`config.mk`:
```
export PLATFORM = sky130hd
export DESIGN_NAME = i2cm_byte_master
export DESIGN_NICKNAME = d
export VERILOG_FILES = /design/src/rtl/i2cm_pkg.sv /design/src/rtl/i2cm_clkdiv.sv /design/src/rtl/i2cm_regs.sv /design/src/rtl/i2cm_engine.sv /design/src/rtl/i2cm_byte_master.sv
export SDC_FILE = /design/constraint.sdc
export NUM_CORES = 1
export LEC_CHECK = 0
export BUFFER_PORTS_ARGS = -buffer_cell sky130_fd_sc_hd__buf_2
export CORE_ASPECT_RATIO = 0.75
export CORE_MARGIN = 8
export CORE_UTILIZATION = 34
export DETAILED_ROUTE_END_ITERATION = 7
export GPL_TIMING_DRIVEN = 1
export PLACE_DENSITY = 0.57
export SLEW_MARGIN = 20
export SYNTH_ARGS = -nofsm -noshare
export SYNTH_HDL_FRONTEND = slang
export SYNTH_SLANG_ARGS = --single-unit
export TNS_END_PERCENT = 50
```
`constraint.sdc`:
```
create_clock -name clk -period 4.78 [get_ports clk]
set_input_delay 0 -clock clk [delete_from_list [all_inputs] [get_ports clk]]
set_output_delay 0 -clock clk [all_outputs]
set_load 0.05 [all_outputs]
```
`src/rtl/i2cm_pkg.sv`:
```
package i2cm_pkg;

    localparam int DIV_W = 4;
    localparam int BYTE_W = 8;

    localparam logic [1:0] RA_CTRL = 2'd0;
    localparam logic [1:0] RA_STAT = 2'd1;
    localparam logic [1:0] RA_DATA = 2'd2;

    typedef struct packed {
        logic             ack_en;
        logic             slow_pre;
        logic             int_en;
        logic             pend;
        logic [DIV_W-1:0] div;
    } ctrl_t;

    typedef enum logic [3:0] {
        ST_IDLE,
        ST_START_A,
        ST_START_B,
        ST_RS_A,
        ST_RS_B,
        ST_RS_C,
        ST_BIT,
        ST_HOLD,
        ST_STOP_A,
        ST_STOP_B,
        ST_STOP_C
    } eng_state_t;

    typedef struct packed {
        logic scl;
        logic sda;
    } pull_t;

    function automatic logic [7:0] stat_word(input logic [1:0] mode, input logic busy,
                                             input logic txen, input logic nack);
        return {mode, busy, txen, 3'b000, nack};
    endfunction

    function automatic pull_t pull_of(input eng_state_t st, input logic [1:0] q,
                                      input logic [3:0] bitn, input logic is_tx,
                                      input logic msb, input logic ack_en);
        pull_t p;
        p = '{scl: 1'b0, sda: 1'b0};
        case (st)
            ST_START_A: p = '{scl: 1'b0, sda: 1'b0};
            ST_START_B: p = '{scl: 1'b0, sda: 1'b1};
            ST_RS_A:    p = '{scl: 1'b1, sda: 1'b0};
            ST_RS_B:    p = '{scl: 1'b0, sda: 1'b0};
            ST_RS_C:    p = '{scl: 1'b0, sda: 1'b1};
            ST_HOLD:    p = '{scl: 1'b1, sda: 1'b0};
            ST_STOP_A:  p = '{scl: 1'b1, sda: 1'b1};
            ST_STOP_B:  p = '{scl: 1'b0, sda: 1'b1};
            ST_STOP_C:  p = '{scl: 1'b0, sda: 1'b0};
            ST_BIT: begin
                p.scl = (q < 2'd2);
                if (bitn < 4'd8) p.sda = is_tx & ~msb;
                else             p.sda = ~is_tx & ack_en;
            end
            default:    p = '{scl: 1'b0, sda: 1'b0};
        endcase
        return p;
    endfunction

endpackage

```
`src/rtl/i2cm_clkdiv.sv`:
```
module i2cm_clkdiv
    import i2cm_pkg::*;
#(
    parameter int PRE_FAST = 16,
    parameter int PRE_SLOW = 512
) (
    input  logic             clk,
    input  logic             rst,
    input  logic             run,
    input  logic             slow_pre,
    input  logic [DIV_W-1:0] div,
    output logic             qtick
);
    localparam int Q_FAST = PRE_FAST / 4;
    localparam int Q_SLOW = PRE_SLOW / 4;
    localparam int CW     = $clog2(Q_SLOW * (2 ** DIV_W)) + 1;

    logic [CW-1:0] cnt;
    logic [CW-1:0] base;
    logic [CW-1:0] divp1;
    logic [CW-1:0] limit;

    always_comb begin
        base  = slow_pre ? CW'(Q_SLOW) : CW'(Q_FAST);
        divp1 = CW'(div) + CW'(1);
        limit = base * divp1;
    end

    assign qtick = run && (cnt == limit - CW'(1));

    always_ff @(posedge clk) begin
        if (rst || !run || qtick) cnt <= '0;
        else                      cnt <= cnt + CW'(1);
    end

endmodule

```
`src/rtl/i2cm_regs.sv`:
```
module i2cm_regs
    import i2cm_pkg::*;
(
    input  logic              clk,
    input  logic              rst,
    input  logic              wr,
    input  logic [1:0]        addr,
    input  logic [BYTE_W-1:0] wdata,
    output logic [BYTE_W-1:0] rdata,
    input  logic              busy,
    input  logic              byte_done,
    input  logic              ack_seen,
    input  logic              rx_valid,
    input  logic [BYTE_W-1:0] rx_byte,
    input  logic              cmd_taken,
    output ctrl_t             ctrl,
    output logic              mode_rx,
    output logic              start_req,
    output logic              stop_req,
    output logic [BYTE_W-1:0] data_q,
    output logic              nack,
    output logic              irq
);
    logic [1:0] mode_q;
    logic       txen_q;
    logic       wr_ctrl;
    logic       wr_stat;
    logic       wr_data;

    assign wr_ctrl = wr && (addr == RA_CTRL);
    assign wr_stat = wr && (addr == RA_STAT);
    assign wr_data = wr && (addr == RA_DATA);

    always_ff @(posedge clk) begin
        if (rst) begin
            ctrl <= '0;
        end else begin
            if (wr_ctrl) begin
                ctrl.ack_en   <= wdata[7];
                ctrl.slow_pre <= wdata[6];
                ctrl.int_en   <= wdata[5];
                ctrl.div      <= wdata[DIV_W-1:0];
            end
            if (byte_done)                  ctrl.pend <= 1'b1;
            else if (wr_ctrl && !wdata[4])  ctrl.pend <= 1'b0;
        end
    end

    always_ff @(posedge clk) begin
        if (rst) begin
            mode_q    <= 2'b00;
            txen_q    <= 1'b0;
            start_req <= 1'b0;
            stop_req  <= 1'b0;
        end else begin
            if (cmd_taken) begin
                start_req <= 1'b0;
                stop_req  <= 1'b0;
            end
            if (wr_stat) begin
                mode_q <= wdata[7:6];
                txen_q <= wdata[4];
                if (wdata[7] && wdata[5] && wdata[4]) begin
                    start_req <= 1'b1;
                    stop_req  <= 1'b0;
                end else if (!wdata[5] && wdata[4] && busy) begin
                    stop_req  <= 1'b1;
                    start_req <= 1'b0;
                end
            end
        end
    end

    always_ff @(posedge clk) begin
        if (rst) begin
            data_q <= '0;
            nack   <= 1'b0;
        end else begin
            if (rx_valid)     data_q <= rx_byte;
            else if (wr_data) data_q <= wdata;
            if (byte_done)    nack   <= ack_seen;
        end
    end

    assign mode_rx = (mode_q == 2'b10);
    assign irq     = ctrl.pend & ctrl.int_en;

    always_comb begin
        case (addr)
            RA_CTRL: rdata = ctrl;
            RA_STAT: rdata = stat_word(mode_q, busy, txen_q, nack);
            RA_DATA: rdata = data_q;
            default: rdata = '0;
        endcase
    end

endmodule

```
`src/rtl/i2cm_engine.sv`:
```
module i2cm_engine
    import i2cm_pkg::*;
(
    input  logic              clk,
    input  logic              rst,
    input  logic              qtick,
    input  logic              pend,
    input  logic              start_req,
    input  logic              stop_req,
    input  logic              mode_rx,
    input  logic              ack_en,
    input  logic [BYTE_W-1:0] tx_byte,
    input  logic              sda_in,
    output logic              run,
    output logic              busy,
    output logic              cmd_taken,
    output logic              byte_done,
    output logic              ack_seen,
    output logic              rx_valid,
    output logic [BYTE_W-1:0] rx_byte,
    output logic              scl_pull,
    output logic              sda_pull
);
    eng_state_t        st;
    logic [1:0]        q;
    logic [3:0]        bitn;
    logic [BYTE_W-1:0] sr;
    logic              is_tx;
    logic              ack_r;
    pull_t             pc;

    assign run       = (st != ST_IDLE) && (st != ST_HOLD);
    assign busy      = (st != ST_IDLE);
    assign cmd_taken = ((st == ST_IDLE) && start_req) ||
                       ((st == ST_HOLD) && !pend && (start_req || stop_req));
    assign byte_done = (st == ST_BIT) && qtick && (q == 2'd3) && (bitn == 4'd8);
    assign rx_valid  = byte_done && !is_tx;
    assign rx_byte   = sr;
    assign ack_seen  = ack_r;

    always_comb pc = pull_of(st, q, bitn, is_tx, sr[BYTE_W-1], ack_en);

    always_ff @(posedge clk) begin
        if (rst) begin
            st       <= ST_IDLE;
            q        <= 2'd0;
            bitn     <= 4'd0;
            sr       <= '0;
            is_tx    <= 1'b1;
            ack_r    <= 1'b1;
            scl_pull <= 1'b0;
            sda_pull <= 1'b0;
        end else begin
            scl_pull <= pc.scl;
            sda_pull <= pc.sda;
            case (st)
                ST_IDLE: begin
                    if (start_req) begin
                        st    <= ST_START_A;
                        sr    <= tx_byte;
                        is_tx <= 1'b1;
                    end
                end
                ST_HOLD: begin
                    if (!pend) begin
                        if (start_req) begin
                            st    <= ST_RS_A;
                            sr    <= tx_byte;
                            is_tx <= 1'b1;
                        end else if (stop_req) begin
                            st <= ST_STOP_A;
                        end else begin
                            st    <= ST_BIT;
                            sr    <= tx_byte;
                            is_tx <= !mode_rx;
                            q     <= 2'd0;
                            bitn  <= 4'd0;
                        end
                    end
                end
                ST_START_A: if (qtick) st <= ST_START_B;
                ST_RS_A:    if (qtick) st <= ST_RS_B;
                ST_RS_B:    if (qtick) st <= ST_RS_C;
                ST_START_B, ST_RS_C: begin
                    if (qtick) begin
                        st   <= ST_BIT;
                        q    <= 2'd0;
                        bitn <= 4'd0;
                    end
                end
                ST_STOP_A: if (qtick) st <= ST_STOP_B;
                ST_STOP_B: if (qtick) st <= ST_STOP_C;
                ST_STOP_C: if (qtick) st <= ST_IDLE;
                ST_BIT: begin
                    if (qtick) begin
                        q <= q + 2'd1;
                        if (q == 2'd2) begin
                            if (bitn == 4'd8) ack_r <= sda_in;
                            else if (!is_tx)  sr    <= {sr[BYTE_W-2:0], sda_in};
                        end
                        if (q == 2'd3) begin
                            if (bitn == 4'd8) begin
                                st <= ST_HOLD;
                            end else begin
                                bitn <= bitn + 4'd1;
                                if (is_tx) sr <= {sr[BYTE_W-2:0], 1'b0};
                            end
                        end
                    end
                end
                default: st <= ST_IDLE;
            endcase
        end
    end

endmodule

```
`src/rtl/i2cm_byte_master.sv`:
```
module i2cm_byte_master
    import i2cm_pkg::*;
#(
    parameter int PRE_FAST = 16,
    parameter int PRE_SLOW = 512
) (
    input  logic       clk,
    input  logic       rst,
    input  logic       reg_wr,
    input  logic [1:0] reg_addr,
    input  logic [7:0] reg_wdata,
    output logic [7:0] reg_rdata,
    output logic       irq,
    output logic       scl_pull,
    output logic       sda_pull,
    input  logic       sda_in
);
    ctrl_t             ctrl;
    logic              mode_rx;
    logic              start_req;
    logic              stop_req;
    logic [BYTE_W-1:0] data_q;
    logic              nack_w;
    logic              busy_w;
    logic              run;
    logic              qtick;
    logic              cmd_taken;
    logic              byte_done;
    logic              ack_seen;
    logic              rx_valid;
    logic [BYTE_W-1:0] rx_byte;
    logic              pend_w;

    assign pend_w = ctrl.pend;

    i2cm_regs u_regs (
        .clk       (clk),
        .rst       (rst),
        .wr        (reg_wr),
        .addr      (reg_addr),
        .wdata     (reg_wdata),
        .rdata     (reg_rdata),
        .busy      (busy_w),
        .byte_done (byte_done),
        .ack_seen  (ack_seen),
        .rx_valid  (rx_valid),
        .rx_byte   (rx_byte),
        .cmd_taken (cmd_taken),
        .ctrl      (ctrl),
        .mode_rx   (mode_rx),
        .start_req (start_req),
        .stop_req  (stop_req),
        .data_q    (data_q),
        .nack      (nack_w),
        .irq       (irq)
    );

    i2cm_clkdiv #(
        .PRE_FAST (PRE_FAST),
        .PRE_SLOW (PRE_SLOW)
    ) u_div (
        .clk      (clk),
        .rst      (rst),
        .run      (run),
        .slow_pre (ctrl.slow_pre),
        .div      (ctrl.div),
        .qtick    (qtick)
    );

    i2cm_engine u_eng (
        .clk       (clk),
        .rst       (rst),
        .qtick     (qtick),
        .pend      (ctrl.pend),
        .start_req (start_req),
        .stop_req  (stop_req),
        .mode_rx   (mode_rx),
        .ack_en    (ctrl.ack_en),
        .tx_byte   (data_q),
        .sda_in    (sda_in),
        .run       (run),
        .busy      (busy_w),
        .cmd_taken (cmd_taken),
        .byte_done (byte_done),
        .ack_seen  (ack_seen),
        .rx_valid  (rx_valid),
        .rx_byte   (rx_byte),
        .scl_pull  (scl_pull),
        .sda_pull  (sda_pull)
    );

endmodule

```
==> qor.yml, run 1 <==
global_routing:
  grt_max_degree: 37
  first_global_vias: 3048
  antenna_found_initial: 0
  gr-usage-all-layers_pct: 13.41
  grt_remaining_overflow: 0
  grt_pass1_wl_mm: 15.79
status:
  outcome: "completed"
route:
  dr.max_layer_used: "met4"
  wl_per_cell_um: 15.86
  initialDrtViolationCount: 222
  vias_per_cell: 5.388
  wl_met1_mm: 5.015
  met3_length_um: 564
  drc: 0
  ant_nets: 0
  drt_wl_total_mm: 9.309
  firstDrtPassIters: 5
  num_vias: 3163
  routed-wl-met2_mm: 3.624
final_layout:
  antennaDiodeCount: 0
  final_nets: 483
  syn_to_final_growth_pct: 10.39
  drive_above_1_share_pct: 14.63
  final_cell_area_mm2: 0.004028
die:
  fp.dieH_um: 105.7
  die-area_mm2: 0.01434
  fp-row-count: 32
  initial_core_util_pct: 35.18
  die_width_um: 135.6
  fp.coreArea_mm2: 0.01037
  ioPinCount: 25
timing:
  setup_viol: 0
  fmax_ghz: 0.2429
  maxSlewViolCount: 0
  worst_slack_ns: 0.6628
  post-route-period-util_pct: 86.13
  slew_headroom_pct: 51.15
  tns_ns: 0
  tightest_slew_ns: 0.7328
  whs_ns: 0.01249
  skew_ns: 0.01093
  rsz0062_at_grt: "no"
  hold_viol_final: 0
  period_needed_ns: 4.117
clocking:
  h-tree-depth: 2
  cts_buffers: 5
  insertion_delay_ns: 0.30
  clock_path_buffers: 2
  clk_pin_slew_ns: 0.08
  cts_resized: 0
  clock_sinks: 56
  cts_tree: "done"
  postCtsSetupRepairBufs: 0
  clock-root-buffer: "clkbuf_16"
  hold_buffers: 6
pwr:
  p_int_uw: 794.2
  p_sw_uw: 360.7
  netSwitchingFraction_pct: 31.23
  sequentialPowerShare_pct: 45.4
  cellPowerDensity_mw_per_mm2: 286.7
  p_leak_uw: 0.001592
  ir_drop_mv: 0.1353
  finalPower_uw: 1155
  p_comb_share_pct: 21.6
  clock_power_share_pct: 33.0
placement:
  gp_congestion: 0.8112
  dp_slack_ns: 0.7063
  placed_cell_area_mm2: 0.003820
  place_hpwl_mm: 7.076
  portBuffers: 24
synth:
  syn-instance-count: 434
  synth_simple_gate_area_share_pct: 23.49
  synth_seq_area_share_pct: 30.73
  avgSynthCellArea_um2: 8.407
  synth_fp_nets: 467
  synth.distinct_cells: 68
  synth_area_mm2: 0.003648
  synth_mux_area_share_pct: 6.996
  synth_edf_count: 0
  synth_fa_ha_area_share_pct: 6.722
  synth_xor_area_share_pct: 6.447
  async_flop_share_pct: 0
  synth_top_family_by_area: "simple AND/OR/NAND/NOR gates"
  synth_seq_cells: 56
  yosys_warnings: 0
  synth-compound-area-share_pct: 19.48
  ys.flop_type: "dfxtp_1"
critical_path:
  critPathLaunchType: "register"
  crit_fanout: 10
  critical_path_required_ns: 4.98
  critPathArrivalTime_ns: 4.31
  crit_type: "reg -> reg"
  cp-end-kind: "register"
run:
  cap_violations: 0
hold_path:
  hp-class: "in -> reg"
[final cells by class]
cell class | count | area, um2
inverters | 22 | 82.58
repair buffers | 33 | 202.7
clock inverters | 3 | 22.52
fillers | 1055 | 6342
flip-flops and latches | 56 | 1121
clock buffers | 5 | 125.1
well taps | 136 | 170.2
multi-input cells | 332 | 2303
[cell families after synthesis]
group,Yosys count
buffers and inverters,46
XOR/XNOR,23
adder cells (fa/ha/maj),19
multiplexers,24
AND/OR/NAND/NOR,164
flip-flops,56
AO/OA/AOI/OAI,102
[stage by stage]
stage	util, %	std cells
floorplan	-	434
global placement	36.84	573
detailed placement	36.84	573
CTS	38.84	587
global route	38.84	587
finish	38.84	587
[synthesized netlist by cell type, drive strengths merged (3+ instances only)]
| master | n | area share (%) |
|---|---|---|
| mux2 | 9 | 2.9 |
| a21oi | 29 | 4.0 |
| nor2 | 55 | 5.7 |
| a311oi | 3 | 0.72 |
| a31o | 4 | 0.96 |
| and3 | 4 | 0.69 |
| nand2 | 31 | 3.2 |
| mux2i | 15 | 4.1 |
| or3 | 4 | 0.69 |
| ha | 18 | 6.2 |
| dfxtp | 56 | 31 |
| nand3 | 15 | 2.2 |
| and4 | 3 | 0.72 |
| a211oi | 3 | 0.62 |
| xor2 | 10 | 2.4 |
| nor3b | 10 | 2.1 |
| o21ai | 20 | 2.8 |
| and2 | 3 | 0.51 |
| o22a | 8 | 1.9 |
| buf | 8 | 1.8 |
| nand4 | 5 | 1.0 |
| nand2b | 6 | 1.0 |
| a31oi | 6 | 1.0 |
| clkbuf | 15 | 1.8 |
| nor3 | 13 | 2.1 |
| inv | 22 | 2.3 |
| xnor2 | 11 | 2.6 |
| a21o | 4 | 0.82 |
| nor2b | 4 | 0.69 |
| o221a | 7 | 2.2 |
[metal layers]
metal	vias to the layer above	GRT usage (%)
li1	1601	-
met1	1477	20.22
met2	79	18.53
met3	6	2.704
met4	0	3.557
met5	-	0
[power groups by stage]
stage | Clock, uW | Combinational, uW | Sequential, uW
5_1_grt | 405 | 276 | 530
4_1_cts | 389 | 248 | 524
3_3_place_gp | 0 | 241 | 535
6_report | 381 | 250 | 524
2_1_floorplan | 0 | 201 | 522
3_5_place_dp | 0 | 244 | 535
[state kept, by name, indices dropped and copies added, names as in the netlist, 2 cells and up]
name,cells
u_regs.mode_q,2
u_regs.data_q,8
u_eng.bitn,4
u_eng.st,4
u_eng.q,2
u_eng.rx_byte,8
u_div.cnt,12
u_regs.ctrl,8
[placed cells by master (no fill, tap or decap), types with 6 or more instances in the layout]
cell type / synthesis / final
dfxtp_1: 56 / 56
nor2_1: 55 / 55
nand2_1: 31 / 31
a21oi_1: 29 / 29
buf_2: 2 / 24
inv_1: 22 / 22
o21ai_0: 19 / 19
ha_1: 18 / 18
mux2i_1: 15 / 15
nand3_1: 14 / 14
nor3_1: 12 / 12
xnor2_1: 11 / 11
xor2_1: 10 / 10
nor3b_1: 10 / 10
o22a_1: 8 / 8
o221a_2: 7 / 7
mux2_2: 7 / 7
nand2b_1: 6 / 6
a31oi_1: 6 / 6
dlygate4sd3_1: 0 / 6
[critical path, cell delays in order, from the launching register on]
cell	delay, ns
dfxtp_1	0.55
ha_1	0.30
xor2_1	0.20
nand2_1	0.10
ha_1	0.28
nor4b_2	0.28
fa_1	0.49
xnor2_1	0.15
o2111ai_1	0.13
nor4_1	0.33
nand4_2	0.30
nor3_4	0.36
o21ai_2	0.21
mux2_1	0.34
[path summary, 6_finish.rpt]
| path | slack (ns) | from | endpoint | depth (start not counted) |
|---|---|---|---|---|
| max | 0.66 | u_regs.ctrl[0]$_SDFFE_PP0P_ | u_eng.rx_byte[0]$_SDFFE_PP0P_ | 13 |
| min | 0.01 | reg_wr | u_regs.mode_q[0]$_SDFFE_PP0P_ | 3 |
| max reg2reg | 0.66 | u_regs.ctrl[0]$_SDFFE_PP0P_ | u_eng.rx_byte[0]$_SDFFE_PP0P_ | 13 |
| min reg2reg | 0.46 | u_div.cnt[0]$_SDFF_PP0_ | u_div.cnt[0]$_SDFF_PP0_ | 1 |
(Power assumes the default switching activity.)
==> run 2, diff against run 1 <==
Settings changed: ABC_AREA set to 1.
Clock period 4.78 ns to 4.5 ns, I/O delays scaled along.
==> run 2 against run 1 <==
Effect of this change: wire length is 7.0% higher; die area is 0.18% lower; combinational power is 100% higher; sequential power is 12% higher; via count is 16% higher; sequential share of layout area is 0.14 points lower; fmax is 11% higher; clock skew hardly changed; global-route usage is 0.58 points higher; register-to-register slack better by 0.14 ns; core utilization is 0.19 points higher; largest cell class unchanged; highest routed layer unchanged.
==> qor.yml, run 2 <==
critical_path:
  r2r-start: "u_regs.ctrl[1]$_SDFFE_PP0P_"
  crit_path_start: "u_regs.ctrl[1]$_SDFFE_PP0P_"
  crit_fanout: 16
  reg2reg_slack_ns: 0.80
  crit_type: "reg -> reg"
  path_cells: "ha_1 > xnor2_1 > nor2_1 > inv_1 > ha_1 > inv_1 > nor4_1 > fa_1 > nand2_1 > nand2_1 > nor2_1 > nand2_1 > nor2_1 > nand4_1 > nor2_2 > nand3_4 > nor3_4 > nand2_2 > nor2_1 > nor2_1"
  reg2regPathDepth: 20
  cp-end-kind: "register"
  critPathArrivalTime_ns: 3.90
  critPathMaxStageDelay_ns: 0.49
  critPathLaunchType: "register"
  critical_path_required_ns: 4.69
  crit_path_top_delay_cell: "fa_1"
  r2r_end: "u_regs.data_q[7]$_SDFFE_PP0P_"
  crit_top_cell: "nor2_1"
  endpoint: "u_regs.data_q[7]$_SDFFE_PP0P_"
clocking:
  clock_path_buffers: 2
  cts_tree: "done"
  clk_pin_slew_ns: 0.08
  cts_buffers: 5
  clock-root-buffer: "clkbuf_16"
  cts_resized: 0
  insertion_delay_ns: 0.30
  h-tree-depth: 2
  clock_sinks: 56
synth:
  synth_seq_area_share_pct: 30.79
  synth_area_mm2: 0.003641
  synth_fp_nets: 597
  syn-instance-count: 564
  synth_common_cells: "nand2_1 (125), nor2_1 (91), inv_1 (64)"
  async_flop_share_pct: 0
  synth_largest_area_cell: "dfxtp_1"
  synth_seq_cells: 56
  synth.distinct_cells: 44
  yosys_warnings: 0
  ys.flop_type: "dfxtp_1"
  yosys-top-cells-area: "dfxtp_1 (31%), nand2_1 (13%), nor2_1 (9.4%)"
  synth_edf_count: 0
  yosysMostFrequentCell: "nand2_1"
  synth.top_cell.area_share_pct: 30.79
  avgSynthCellArea_um2: 6.456
global_routing:
  grt_remaining_overflow: 0
  grt_pass1_wl_mm: 16.59
  gr-usage-all-layers_pct: 13.99
  grt_max_degree: 29
  first_global_vias: 3371
  antenna_found_initial: 0
final_layout:
  largest_reg_flops: 12
  fillers: 1157
  fin_util_pct: 39.03
  syn_to_final_growth_pct: 11.17
  register_area_mm2: 0.001121
  mostFrequentLayoutCell: "nand2_1"
  multiInputGateArea_mm2: 0.002198
  antennaDiodeCount: 0
  regMostFlops: "u_div.cnt"
  drive_above_1_share_pct: 8.718
  final_cell_mix: "nand2_1 (125), nor2_1 (91), inv_1 (64), dfxtp_1 (56)"
  final_nets: 617
  final_cell_area_mm2: 0.004048
placement:
  dp_slack_ns: 0.8026
  place_hpwl_mm: 7.670
  gp_congestion: 0.8433
  portBuffers: 24
  placed_cell_area_mm2: 0.003865
timing:
  rsz0062_at_grt: "no"
  maxSlewViolCount: 0
  post-route-period-util_pct: 82.23
  worst_slack_ns: 0.7996
  tns_ns: 0
  fmax_ghz: 0.2702
  whs_ns: 0.009746
  slew_headroom_pct: 48.47
  period_needed_ns: 3.700
  tightest_slew_ns: 0.7682
  skew_ns: 0.01058
  hold_viol_final: 0
  setup_viol: 0
run:
  cap_violations: 0
die:
  initial_core_util_pct: 35.11
  fp.coreArea_mm2: 0.01037
  die_width_um: 135.5
  ioPinCount: 25
  die-area_mm2: 0.01431
  fp-row-count: 32
  fp.dieH_um: 105.6
route:
  num_vias: 3673
  vias_per_cell: 5.094
  firstDrtPassIters: 5
  wl_per_cell_um: 13.82
  drt_wl_total_mm: 9.961
  drc: 0
  initialDrtViolationCount: 330
  ant_nets: 0
hold_path:
  min_from: "reg_wdata[7]"
  hp-class: "in -> reg"
pwr:
  cellPowerDensity_mw_per_mm2: 374.9
  p_leak_uw: 0.001840
  ir_drop_mv: 0.1934
status:
  outcome: "completed"
[run 2: power by group]
part	total [uW]	leakage [uW]	internal, uW	switching, uW
Sequential	588	0.000455	544	44.0
Combinational	512	0.00131	167	345
Clock	417	0.0000772	224	194
[run 2: timing repair]
action | in CTS | in global routing
hold endpoints to repair | 3 | 0
hold buffers | 3 | 0
setup buffers | 0 | 0
[run 2: worst min-delay path by stage]
stage / end / depth (start not counted)
2_1_floorplan: u_regs.ctrl[1]$_SDFFE_PP0P_ / 2
3_3_place_gp: u_regs.ctrl[1]$_SDFFE_PP0P_ / 3
3_5_place_dp: u_regs.ctrl[1]$_SDFFE_PP0P_ / 3
4_1_cts: u_regs.ctrl[7]$_SDFFE_PP0P_ / 3
5_1_grt: u_regs.ctrl[7]$_SDFFE_PP0P_ / 3
6_report: u_regs.ctrl[7]$_SDFFE_PP0P_ / 3
[run 2: area by class of cell]
class,count,area share (%)
Sequential cell,56,27.70
Inverter,68,6.306
Tap cell,136,4.204
Timing Repair Buffer,27,3.709
Multi-Input combinational cell,426,54.31
Clock inverter,2,0.3400
Clock buffer,6,3.431
[run 2: logic make-up (layout without fill, tap and decap cells)]
kind of cell	Yosys count	after routing	synth area share (%)
and+or+nand+nor	290	290	34.67
AOI/OAI and AO/OA	105	105	16.08
buffers and inverters	82	103	8.831
DFF	56	56	30.79
adders and majority gates	19	19	6.736
xor gates and xnor gates	12	12	2.887
[run 2: worst max-delay path, delay by kind of cell, from the launching register on]
family	cells	cell delay [ns]
AND/OR/NAND/NOR	14	1.94
adder cells (fa/ha/maj)	3	1.01
flip-flops	1	0.45
XOR/XNOR	1	0.10
buffers and inverters	2	0.10
[run 2: stage by stage]
stage          cells  total power (uW)
2_1_floorplan    564             985.3
3_3_place_gp     710              1100
3_5_place_dp     710              1106
4_1_cts          721              1527
5_1_grt          721              1631
6_report         721              1518
[run 2: routing by layer]
| layer | vias up | global-route usage, % | routed length [um] |
|---|---|---|---|
| li1 | 1878 | - | - |
| met1 | 1697 | 19.07 | 4844 |
| met2 | 84 | 21.20 | 4346 |
| met3 | 14 | 3.890 | 649 |
| met4 | 0 | 3.557 | 121 |
| met5 | - | 0 | 0 |
